### src/rtl/tmc_pkg.sv
package tmc_pkg;

    parameter int XLEN = 32;
    parameter int NREG = 32;

    localparam logic [5:0] OPC_RTYPE  = 6'h00;
    localparam logic [5:0] OPC_REGIMM = 6'h01;
    localparam logic [5:0] OPC_JUMP   = 6'h02;
    localparam logic [5:0] OPC_BEQ    = 6'h04;
    localparam logic [5:0] OPC_LOAD   = 6'h23;
    localparam logic [5:0] OPC_STORE  = 6'h2B;

    localparam logic [5:0] FUN_ADDU = 6'h21;
    localparam logic [5:0] FUN_SUBU = 6'h23;
    localparam logic [5:0] FUN_JR   = 6'h08;

    typedef enum logic [1:0] {
        PH_FETCH = 2'd0,
        PH_EXEC  = 2'd1,
        PH_PCUP  = 2'd2
    } phase_e;

    typedef enum logic [3:0] {
        K_ADD, K_SUB, K_LOAD, K_STORE, K_JABS, K_JREG, K_BEQ, K_BNEG, K_NOP
    } kind_e;

    typedef enum logic [1:0] { BS_REG, BS_IMM, BS_FOUR } bsel_e;
    typedef enum logic [1:0] { PS_SUM, PS_ABS, PS_REG } psel_e;
    typedef enum logic [1:0] { TF_CLEAR, TF_EQUAL, TF_NEG } tsel_e;

    typedef struct packed {
        logic  ir_load;
        logic  addr_pc;
        logic  opa_pc;
        bsel_e opb_sel;
        logic  invert;
        logic  rf_write;
        logic  dst_rt;
        logic  wb_mem;
        logic  store;
        logic  pc_load;
        psel_e pc_sel;
        tsel_e take_sel;
    } ctl_t;

    typedef struct packed {
        logic [XLEN-1:0] pc;
        logic [XLEN-1:0] ir;
        logic            taken;
    } arch_t;

    function automatic kind_e classify(input logic [5:0] opc,
                                       input logic [5:0] fun,
                                       input logic [4:0] rtf);
        kind_e k;
        k = K_NOP;
        case (opc)
            OPC_RTYPE: begin
                case (fun)
                    FUN_ADDU: k = K_ADD;
                    FUN_SUBU: k = K_SUB;
                    FUN_JR:   k = K_JREG;
                    default:  k = K_NOP;
                endcase
            end
            OPC_REGIMM: k = (rtf == 5'd0) ? K_BNEG : K_NOP;
            OPC_JUMP:   k = K_JABS;
            OPC_BEQ:    k = K_BEQ;
            OPC_LOAD:   k = K_LOAD;
            OPC_STORE:  k = K_STORE;
            default:    k = K_NOP;
        endcase
        return k;
    endfunction

endpackage

### src/rtl/tmc_adder.sv
module tmc_adder #(
    parameter int W = 32
) (
    input  logic [W-1:0] opa,
    input  logic [W-1:0] opb,
    input  logic         invert,
    output logic [W-1:0] sum
);
    logic [W-1:0] opb_eff;

    always_comb begin
        opb_eff = invert ? ~opb : opb;
        sum     = opa + opb_eff + {{(W-1){1'b0}}, invert};
    end
endmodule

### src/rtl/tmc_regfile.sv
module tmc_regfile #(
    parameter int NUM = 32,
    parameter int W   = 32
) (
    input  logic                   clk,
    input  logic                   rst,
    input  logic [$clog2(NUM)-1:0] rd_a_idx,
    input  logic [$clog2(NUM)-1:0] rd_b_idx,
    input  logic                   wr_en,
    input  logic [$clog2(NUM)-1:0] wr_idx,
    input  logic [W-1:0]           wr_val,
    output logic [W-1:0]           rd_a_val,
    output logic [W-1:0]           rd_b_val
);
    localparam int IW = $clog2(NUM);

    logic [W-1:0] regs_q [NUM];
    logic [W-1:0] regs_d [NUM];

    always_comb begin
        for (int i = 0; i < NUM; i++) begin
            regs_d[i] = regs_q[i];
        end
        if (wr_en && (wr_idx != '0)) begin
            regs_d[wr_idx] = wr_val;
        end
    end

    always_ff @(posedge clk) begin
        for (int i = 0; i < NUM; i++) begin
            if (rst) regs_q[i] <= '0;
            else     regs_q[i] <= regs_d[i];
        end
    end

    always_comb begin
        rd_a_val = (rd_a_idx == IW'(0)) ? '0 : regs_q[rd_a_idx];
        rd_b_val = (rd_b_idx == IW'(0)) ? '0 : regs_q[rd_b_idx];
    end


    zero_read_chk: assert property (@(posedge clk) disable iff (rst)
        (rd_a_idx == '0) |-> (rd_a_val == '0));


    zero_write_chk: assert property (@(posedge clk) disable iff (rst)
        (wr_en && wr_idx == '0 && rd_b_idx == '0) |=> (regs_q[0] == '0));
endmodule

### src/rtl/tmc_ctrl.sv
module tmc_ctrl
    import tmc_pkg::*;
(
    input  logic   clk,
    input  logic   rst,
    input  logic [5:0] opc,
    input  logic [5:0] fun,
    input  logic [4:0] rtf,
    input  logic   taken,
    output ctl_t   ctl,
    output phase_e phase
);
    phase_e phase_d, phase_q;
    kind_e  kind;

    always_comb begin
        kind    = classify(opc, fun, rtf);
        phase_d = phase_q;
        ctl     = '0;
        case (phase_q)
            PH_FETCH: begin
                ctl.addr_pc = 1'b1;
                ctl.ir_load = 1'b1;
                phase_d     = PH_EXEC;
            end
            PH_EXEC: begin
                ctl.opb_sel  = BS_REG;
                ctl.take_sel = TF_CLEAR;
                case (kind)
                    K_ADD: begin
                        ctl.rf_write = 1'b1;
                    end
                    K_SUB: begin
                        ctl.invert   = 1'b1;
                        ctl.rf_write = 1'b1;
                    end
                    K_LOAD: begin
                        ctl.opb_sel  = BS_IMM;
                        ctl.dst_rt   = 1'b1;
                        ctl.wb_mem   = 1'b1;
                        ctl.rf_write = 1'b1;
                    end
                    K_STORE: begin
                        ctl.opb_sel = BS_IMM;
                        ctl.store   = 1'b1;
                    end
                    K_BEQ: begin
                        ctl.invert   = 1'b1;
                        ctl.take_sel = TF_EQUAL;
                    end
                    K_BNEG: begin
                        ctl.take_sel = TF_NEG;
                    end
                    default: ;
                endcase
                phase_d = PH_PCUP;
            end
            PH_PCUP: begin
                ctl.addr_pc = 1'b1;
                ctl.opa_pc  = 1'b1;
                ctl.pc_load = 1'b1;
                ctl.opb_sel = taken ? BS_IMM : BS_FOUR;
                case (kind)
                    K_JABS:  ctl.pc_sel = PS_ABS;
                    K_JREG:  ctl.pc_sel = PS_REG;
                    default: ctl.pc_sel = PS_SUM;
                endcase
                phase_d = PH_FETCH;
            end
            default: phase_d = PH_FETCH;
        endcase
    end

    always_ff @(posedge clk) begin
        if (rst) phase_q <= PH_FETCH;
        else     phase_q <= phase_d;
    end

    assign phase = phase_q;


    fetch_to_exec_chk: assert property (@(posedge clk) disable iff (rst)
        (phase_q == PH_FETCH) |=> (phase_q == PH_EXEC));


    exec_to_pcup_chk: assert property (@(posedge clk) disable iff (rst)
        (phase_q == PH_EXEC) |=> (phase_q == PH_PCUP));


    pcup_to_fetch_chk: assert property (@(posedge clk) disable iff (rst)
        (phase_q == PH_PCUP) |=> (phase_q == PH_FETCH));
endmodule

### src/rtl/tiny_mc_cpu.sv
module tiny_mc_cpu
    import tmc_pkg::*;
(
    input  logic        clk,
    input  logic        rst,
    output logic [31:0] mem_addr,
    output logic [31:0] mem_wdata,
    input  logic [31:0] mem_rdata,
    output logic        mem_we
);
    localparam int RIW = $clog2(NREG);

    arch_t  st_d, st_q;
    ctl_t   ctl;
    phase_e phase;

    logic [5:0]      f_opc, f_fun;
    logic [RIW-1:0]  f_rs, f_rt, f_rd;
    logic [15:0]     f_imm;
    logic [25:0]     f_tgt;
    logic [XLEN-1:0] imm_sx;
    logic [XLEN-1:0] rs_val, rt_val;
    logic [XLEN-1:0] add_a, add_b, add_sum;
    logic [RIW-1:0]  wr_idx;
    logic [XLEN-1:0] wr_val;

    always_comb begin
        f_opc  = st_q.ir[31:26];
        f_rs   = st_q.ir[25:21];
        f_rt   = st_q.ir[20:16];
        f_rd   = st_q.ir[15:11];
        f_imm  = st_q.ir[15:0];
        f_fun  = st_q.ir[5:0];
        f_tgt  = st_q.ir[25:0];
        imm_sx = {{(XLEN-16){f_imm[15]}}, f_imm};
    end

    tmc_ctrl u_ctrl (
        .clk   (clk),
        .rst   (rst),
        .opc   (f_opc),
        .fun   (f_fun),
        .rtf   (f_rt),
        .taken (st_q.taken),
        .ctl   (ctl),
        .phase (phase)
    );

    tmc_regfile #(.NUM(NREG), .W(XLEN)) u_rf (
        .clk      (clk),
        .rst      (rst),
        .rd_a_idx (f_rs),
        .rd_b_idx (f_rt),
        .wr_en    (ctl.rf_write),
        .wr_idx   (wr_idx),
        .wr_val   (wr_val),
        .rd_a_val (rs_val),
        .rd_b_val (rt_val)
    );

    always_comb begin
        add_a = ctl.opa_pc ? st_q.pc : rs_val;
        case (ctl.opb_sel)
            BS_IMM:  add_b = imm_sx;
            BS_FOUR: add_b = XLEN'(4);
            default: add_b = rt_val;
        endcase
    end

    tmc_adder #(.W(XLEN)) u_add (
        .opa    (add_a),
        .opb    (add_b),
        .invert (ctl.invert),
        .sum    (add_sum)
    );

    always_comb begin
        wr_idx    = ctl.dst_rt ? f_rt : f_rd;
        wr_val    = ctl.wb_mem ? mem_rdata : add_sum;
        mem_addr  = ctl.addr_pc ? st_q.pc : add_sum;
        mem_wdata = rt_val;
        mem_we    = ctl.store;
    end

    always_comb begin
        st_d = st_q;
        if (ctl.ir_load) begin
            st_d.ir = mem_rdata;
        end
        if (phase == PH_EXEC) begin
            case (ctl.take_sel)
                TF_EQUAL: st_d.taken = (add_sum == '0);
                TF_NEG:   st_d.taken = rs_val[XLEN-1];
                default:  st_d.taken = 1'b0;
            endcase
        end
        if (ctl.pc_load) begin
            case (ctl.pc_sel)
                PS_ABS:  st_d.pc = {st_q.pc[31:28], f_tgt, 2'b00};
                PS_REG:  st_d.pc = rs_val;
                default: st_d.pc = add_sum;
            endcase
        end
    end

    always_ff @(posedge clk) begin
        if (rst) st_q <= '0;
        else     st_q <= st_d;
    end


    pc_hold_chk: assert property (@(posedge clk) disable iff (rst)
        (phase != PH_PCUP) |=> $stable(st_q.pc));


    ir_hold_chk: assert property (@(posedge clk) disable iff (rst)
        (phase != PH_FETCH) |=> $stable(st_q.ir));


    store_in_exec_chk: assert property (@(posedge clk) disable iff (rst)
        mem_we |-> (phase == PH_EXEC));


    store_no_rf_chk: assert property (@(posedge clk) disable iff (rst)
        mem_we |-> !ctl.rf_write);


    fetch_read_chk: assert property (@(posedge clk) disable iff (rst)
        (phase == PH_FETCH) |-> (!mem_we && mem_addr == st_q.pc));
endmodule

### config.mk
export PLATFORM = sky130hd
export DESIGN_NAME = tiny_mc_cpu
export DESIGN_NICKNAME = d
export VERILOG_FILES = /design/src/rtl/tmc_pkg.sv /design/src/rtl/tmc_adder.sv /design/src/rtl/tmc_regfile.sv /design/src/rtl/tmc_ctrl.sv /design/src/rtl/tiny_mc_cpu.sv
export SDC_FILE = /design/constraint.sdc
export NUM_CORES = 2
export LEC_CHECK = 0
export ABC_CLOCK_PERIOD_IN_PS = 10840
export BUFFER_PORTS_ARGS = -buffer_cell sky130_fd_sc_hd__buf_2
export CAP_MARGIN = 10
export CORE_MARGIN = 8
export CORE_UTILIZATION = 37
export DETAILED_ROUTE_END_ITERATION = 12
export HOLD_SLACK_MARGIN = 0.1
export PLACE_DENSITY = 0.61
export SLEW_MARGIN = 20
export SYNTH_ARGS = -nofsm -noshare
export SYNTH_HDL_FRONTEND = slang
export SYNTH_SLANG_ARGS = --single-unit
### constraint.sdc
create_clock -name clk -period 10.84 [get_ports clk]
set_input_delay 1.084 -clock clk [delete_from_list [all_inputs] [get_ports clk]]
set_output_delay 1.084 -clock clk [all_outputs]
set_load 0.03 [all_outputs]
==> run summary <==
When the netlist entered floorplanning its net count stood at 5603. The total count of hold-check failures in the final report is 0. Measured on the finished design, the core utilization comes to 41.04%. The floorplan step defined a core boundary enclosing 154200 µm². The count of different cell masters after synthesis is 78.

The row count came out at 144. The number of placed I/O pins came out at 99. The global placement routability congestion came out at 0.9589. The critical path starts at f_rt[0]. The class of the most critical hold timing path is flop to flop. The clock tree synthesis step divided the H-tree into 3 levels. The count of nets left with antenna violations after detail routing is 0. The via count of the first global-routing pass came out at 43680. The worst setup path is launched from a flop. The number of buffers and inverters on the critical path is 1. Clock tree synthesis selected as its root buffer the cell clkbuf_16. On the worst path, the slowest cell contributes a delay of 0.74 ns. In this run the critical register-to-register path is captured at u_rf.regs_q[2][30]. For the pin with the worst max-slew slack, the measured transition is 1.252 ns. After routing, the total negative slack on setup checks comes to 0 ns. The power dissipated by switching net loads is 2.355 mW. Sorting the synthesized cells by area gives the leading types as dfxtp_1 38%, mux4_2 25%, a211oi_1 11%. The kind of cell with the highest combined delay along the critical path is simple AND/OR/NAND/NOR gates. Setup repair after global routing left no endpoint under its margin. Once the clock tree was built, the resizer swapped 0 gates to a different size.

The tool flagged a number of max-cap violations equal to 0. The number of enable-type register cells in the synthesized netlist is 0. Setup violations remaining at the end of the flow were counted as 0. The critical path capture point type is a primary output. The DRC violation count after routing came out at 0. The top fanout value on the critical path is 47. The synthesized instance count came out at 5529. In this run the most critical hold path is launched from u_rf.regs_q[19][31]. The portion of total power attributed to combinational logic came out at 8.9%. The largest net degree at the start of global routing is 222.

The part of the Yosys area used for sequential elements is 38.33%. The post-route fraction of the period consumed by the critical path came out at 84.71%. The share of power burned in the clock network came out at 45.5%. The initial antenna violation count was 4. The share of final-layout standard cells stronger than drive strength 1 is 21.55%. The register-to-register path setup slack came out at 3.07 ns. The initial utilization of the core area, before any placement, comes to 37.28%. Registers are responsible for 45.6% of the overall power. The total stage count of the critical path came out at 23.

The number of max-slew violations in the final report came out at 0. By instance count, the cell type seen most on the critical path is nand2_1. The number of fillers in the final layout came out at 14650. The upper clock frequency limit is 108.9 MHz. Walking the worst path, the cells encountered are nor4_2, nand2_1, a311oi_2, nand2b_1, or3b_2, nand2_1, and2_1, ha_2, o2111ai_1, nand3_1, nand2_1, fa_1, nor2b_1, o31a_1, a41oi_1, o21ai_0, a211o_1, a31o_2, a21o_1, a21oi_1, xnor2_1, mux2_2, buf_2.

After synthesis the netlist holds a flip-flop and latch count of 1101. The average footprint of a synthesized cell came out at 10.40 µm². The most used flip-flop cell after synthesis is dfxtp_1.

The internal portion of the total power is 6.762 mW. The switching fraction of total power is 25.83%. The total number of vias came out at 45120.

The area enclosed by the die boundary is 168300 µm². The worst-case IR drop observed on VDD is 0.1474 mV. The post-CTS setup repair buffer count is 0. The mean number of vias per cell is 6.130.

The sum of net half-perimeters after detailed placement came out at 118000 µm. The die is 410.2 µm wide. The total detailed-routing wirelength came out at 198000 µm. For this design the static power due to leakage is 19.48 nW. In this run, post-CTS hold repair placed 0 buffers.

The height of the die is 410.2 µm. The async set or reset register ratio after synthesis came out at 0%. Clock skew on the completed layout was measured at 0.06084 ns. The number of clock buffers inserted by TritonCTS came out at 115. The biggest area contributor in the post-synthesis netlist is dfxtp_1.

The maximum buffer depth of the clock tree is 3. In this run the tightest slew margin relative to its limit is 16.54%. The global router's overall resource usage came out at 22.68%.

The number of clock sinks is 1101. The area fraction of the dominant cell type after synthesis is 38.33%. The first routing iteration left 5863 violations. After clock tree synthesis, the clock-pin slew on the worst setup and hold paths is 0.06 ns. The clock period minus worst slack came out at 9.183 ns. In this run the critical register-to-register path is launched from f_rt[0]. For this run, the detailed router's first-pass iteration total came to 5. The global-route wire length before repair is 292700 µm. The most critical setup path has its endpoint at mem_addr[30]. From synthesis to final layout, the design area changed by 10.10%. The worst-skew pair later-pin latency is 0.77 ns. The net count of the finished layout is 5292. The worst setup path is of the flop to primary output kind. TritonCTS built the clock tree.

In the layout the commonest cells are 1091 x dfxtp_1, 1056 x nor2_1, 816 x a211oi_1. The most common library cell in the layout ignoring fill and taps is dfxtp_1. The worst-case reg-to-reg path depth is 24. The critical path arrival came out at 8.10 ns. Among all stages on the critical path, the largest delay is contributed by ha_2. The quantity of I/O buffers inserted on ports is 98. Power spread over the standard cell area amounts to 144.0 nW/µm².

Global routing finished with a remaining overflow of 0. During synthesis, Yosys emitted a total of 0 warnings. The required time of the critical path came out at 9.76 ns. The total standard cell area after synthesis is 57500 µm².

The post-detailed-route wirelength per cell is 26.90 µm. The flow ran to the end, and the final reports show no timing, DRC or antenna violations.
-- Yosys cell counts, types with 4 or more instances --
cell,number
nor2_4,10
clkbuf_1,448
or2_2,7
dfxtp_1,1101
nor2_2,5
a221oi_1,7
o21bai_1,5
nand2b_1,20
xnor2_1,53
nand2_1,293
mux2i_1,232
ha_1,39
buf_2,78
xor2_1,13
nor4_1,4
nand4_1,8
nand3b_1,5
o21ai_0,110
o21a_1,8
mux2_2,14
buf_1,73
nand3_1,17
a21oi_1,168
nor2b_1,48
nor2_1,1073
mux4_2,628
a31oi_1,14
inv_1,24
o221ai_1,5
a31o_2,4
nor3b_1,6
buf_4,39
a21o_1,46
o211ai_1,21
and2_1,8
nor3_1,11
o31ai_1,8
a211oi_1,816
-- cell families after synthesis --
logic type,share of synthesized area [%]
mux,28.95
buf+inv,4.787
simple gates,10.90
flops,38.33
xor+xnor,1.005
compound gates,15.14
fa+ha+maj,0.8835
-- power groups by stage --
| stage | Combinational (mW) | Clock, mW | Sequential, mW |
|---|---|---|---|
| 2_1_floorplan | 0.587 | 0 | 4.18 |
| 4_1_cts | 0.804 | 4.20 | 4.15 |
| 6_report | 0.814 | 4.15 | 4.15 |
| 5_1_grt | 0.846 | 4.38 | 4.16 |
| 3_5_place_dp | 0.803 | 0 | 4.24 |
| 3_3_place_gp | 0.802 | 0 | 4.24 |
-- state kept, by name, summed over array words and instances, names as in the netlist, named ones only --
signal,flops
f_rt,5
u_rf.regs_q,1024
f_imm,10
f_fun,6
u_ctrl.phase,2
st_q,33
f_rs,5
f_opc,6
-- per-layer routing --
| metal | GRT usage (%) | wire [µm] | part of all wire (%) |
|---|---|---|---|
| met1 | 29.85 | 79820 | 40 |
| met2 | 35.34 | 88440 | 45 |
| met3 | 4.774 | 18810 | 9.5 |
| met4 | 11.49 | 10940 | 5.5 |
| met5 | 0 | 16 | 0.0081 |
-- worst min path at each step --
stage | end | depth (start not counted)
after floorplan | u_rf.regs_q[31][15] | 2
after global placement | u_rf.regs_q[31][15] | 2
after detailed placement | u_rf.regs_q[31][15] | 2
after CTS | u_rf.regs_q[29][31] | 2
after global routing | u_rf.regs_q[0][5] | 1
final | u_rf.regs_q[19][31] | 2
-- stage by stage --
| stage | cells | worst slack [ns] | cell area (µm²) | total power, mW | hold WS, ns |
|---|---|---|---|---|---|
| finish | 7361 | 1.657 | 63300 | 9.117 | 0.4715 |
| global route | 7357 | 1.038 | 63290 | 9.385 | 0.4864 |
| CTS | 7354 | 1.705 | 63240 | 9.157 | 0.4716 |
| detailed placement | 7143 | 2.493 | 59300 | 5.046 | 0.4600 |
| global placement | 7142 | 2.599 | 59270 | 5.044 | 0.4477 |
| floorplan | 5529 | 3.697 | 57500 | 4.767 | 0.4385 |
-- worst register-to-register path, cell delays in order, from the launching register on --
cell       delay (ns)
dfxtp_1          0.36
nor4_2           0.65
nand2_1          0.21
a311oi_2         0.34
nand2b_1         0.19
or3b_2           0.49
nand2_1          0.08
and2_1           0.15
ha_2             0.74
o2111ai_1        0.42
nand3_1          0.34
nand2_1          0.13
fa_1             0.48
nor2b_1          0.16
o31a_1           0.20
a41oi_1          0.23
o21ai_0          0.54
a211o_1          0.24
a31o_2           0.18
a21o_1           0.12
a21oi_1          0.08
xnor2_1          0.49
mux2i_4          0.29
buf_16           0.25
a211oi_1         0.26
-- area by class of cell --
cell class                 instances  area (µm²)  share of cell area (%)
clock inverter                    46       575.6                  0.9092
inverter                          26       97.59                  0.1542
sequential                      1101       22070                   34.87
clock buffer                     165        3368                   5.321
tap                             2044        2557                   4.040
antenna                            5       12.51                 0.01977
multi-input combinational       3762       33080                   52.26
timing repair buffer             212        1533                   2.421
(Power assumes the default switching activity.)
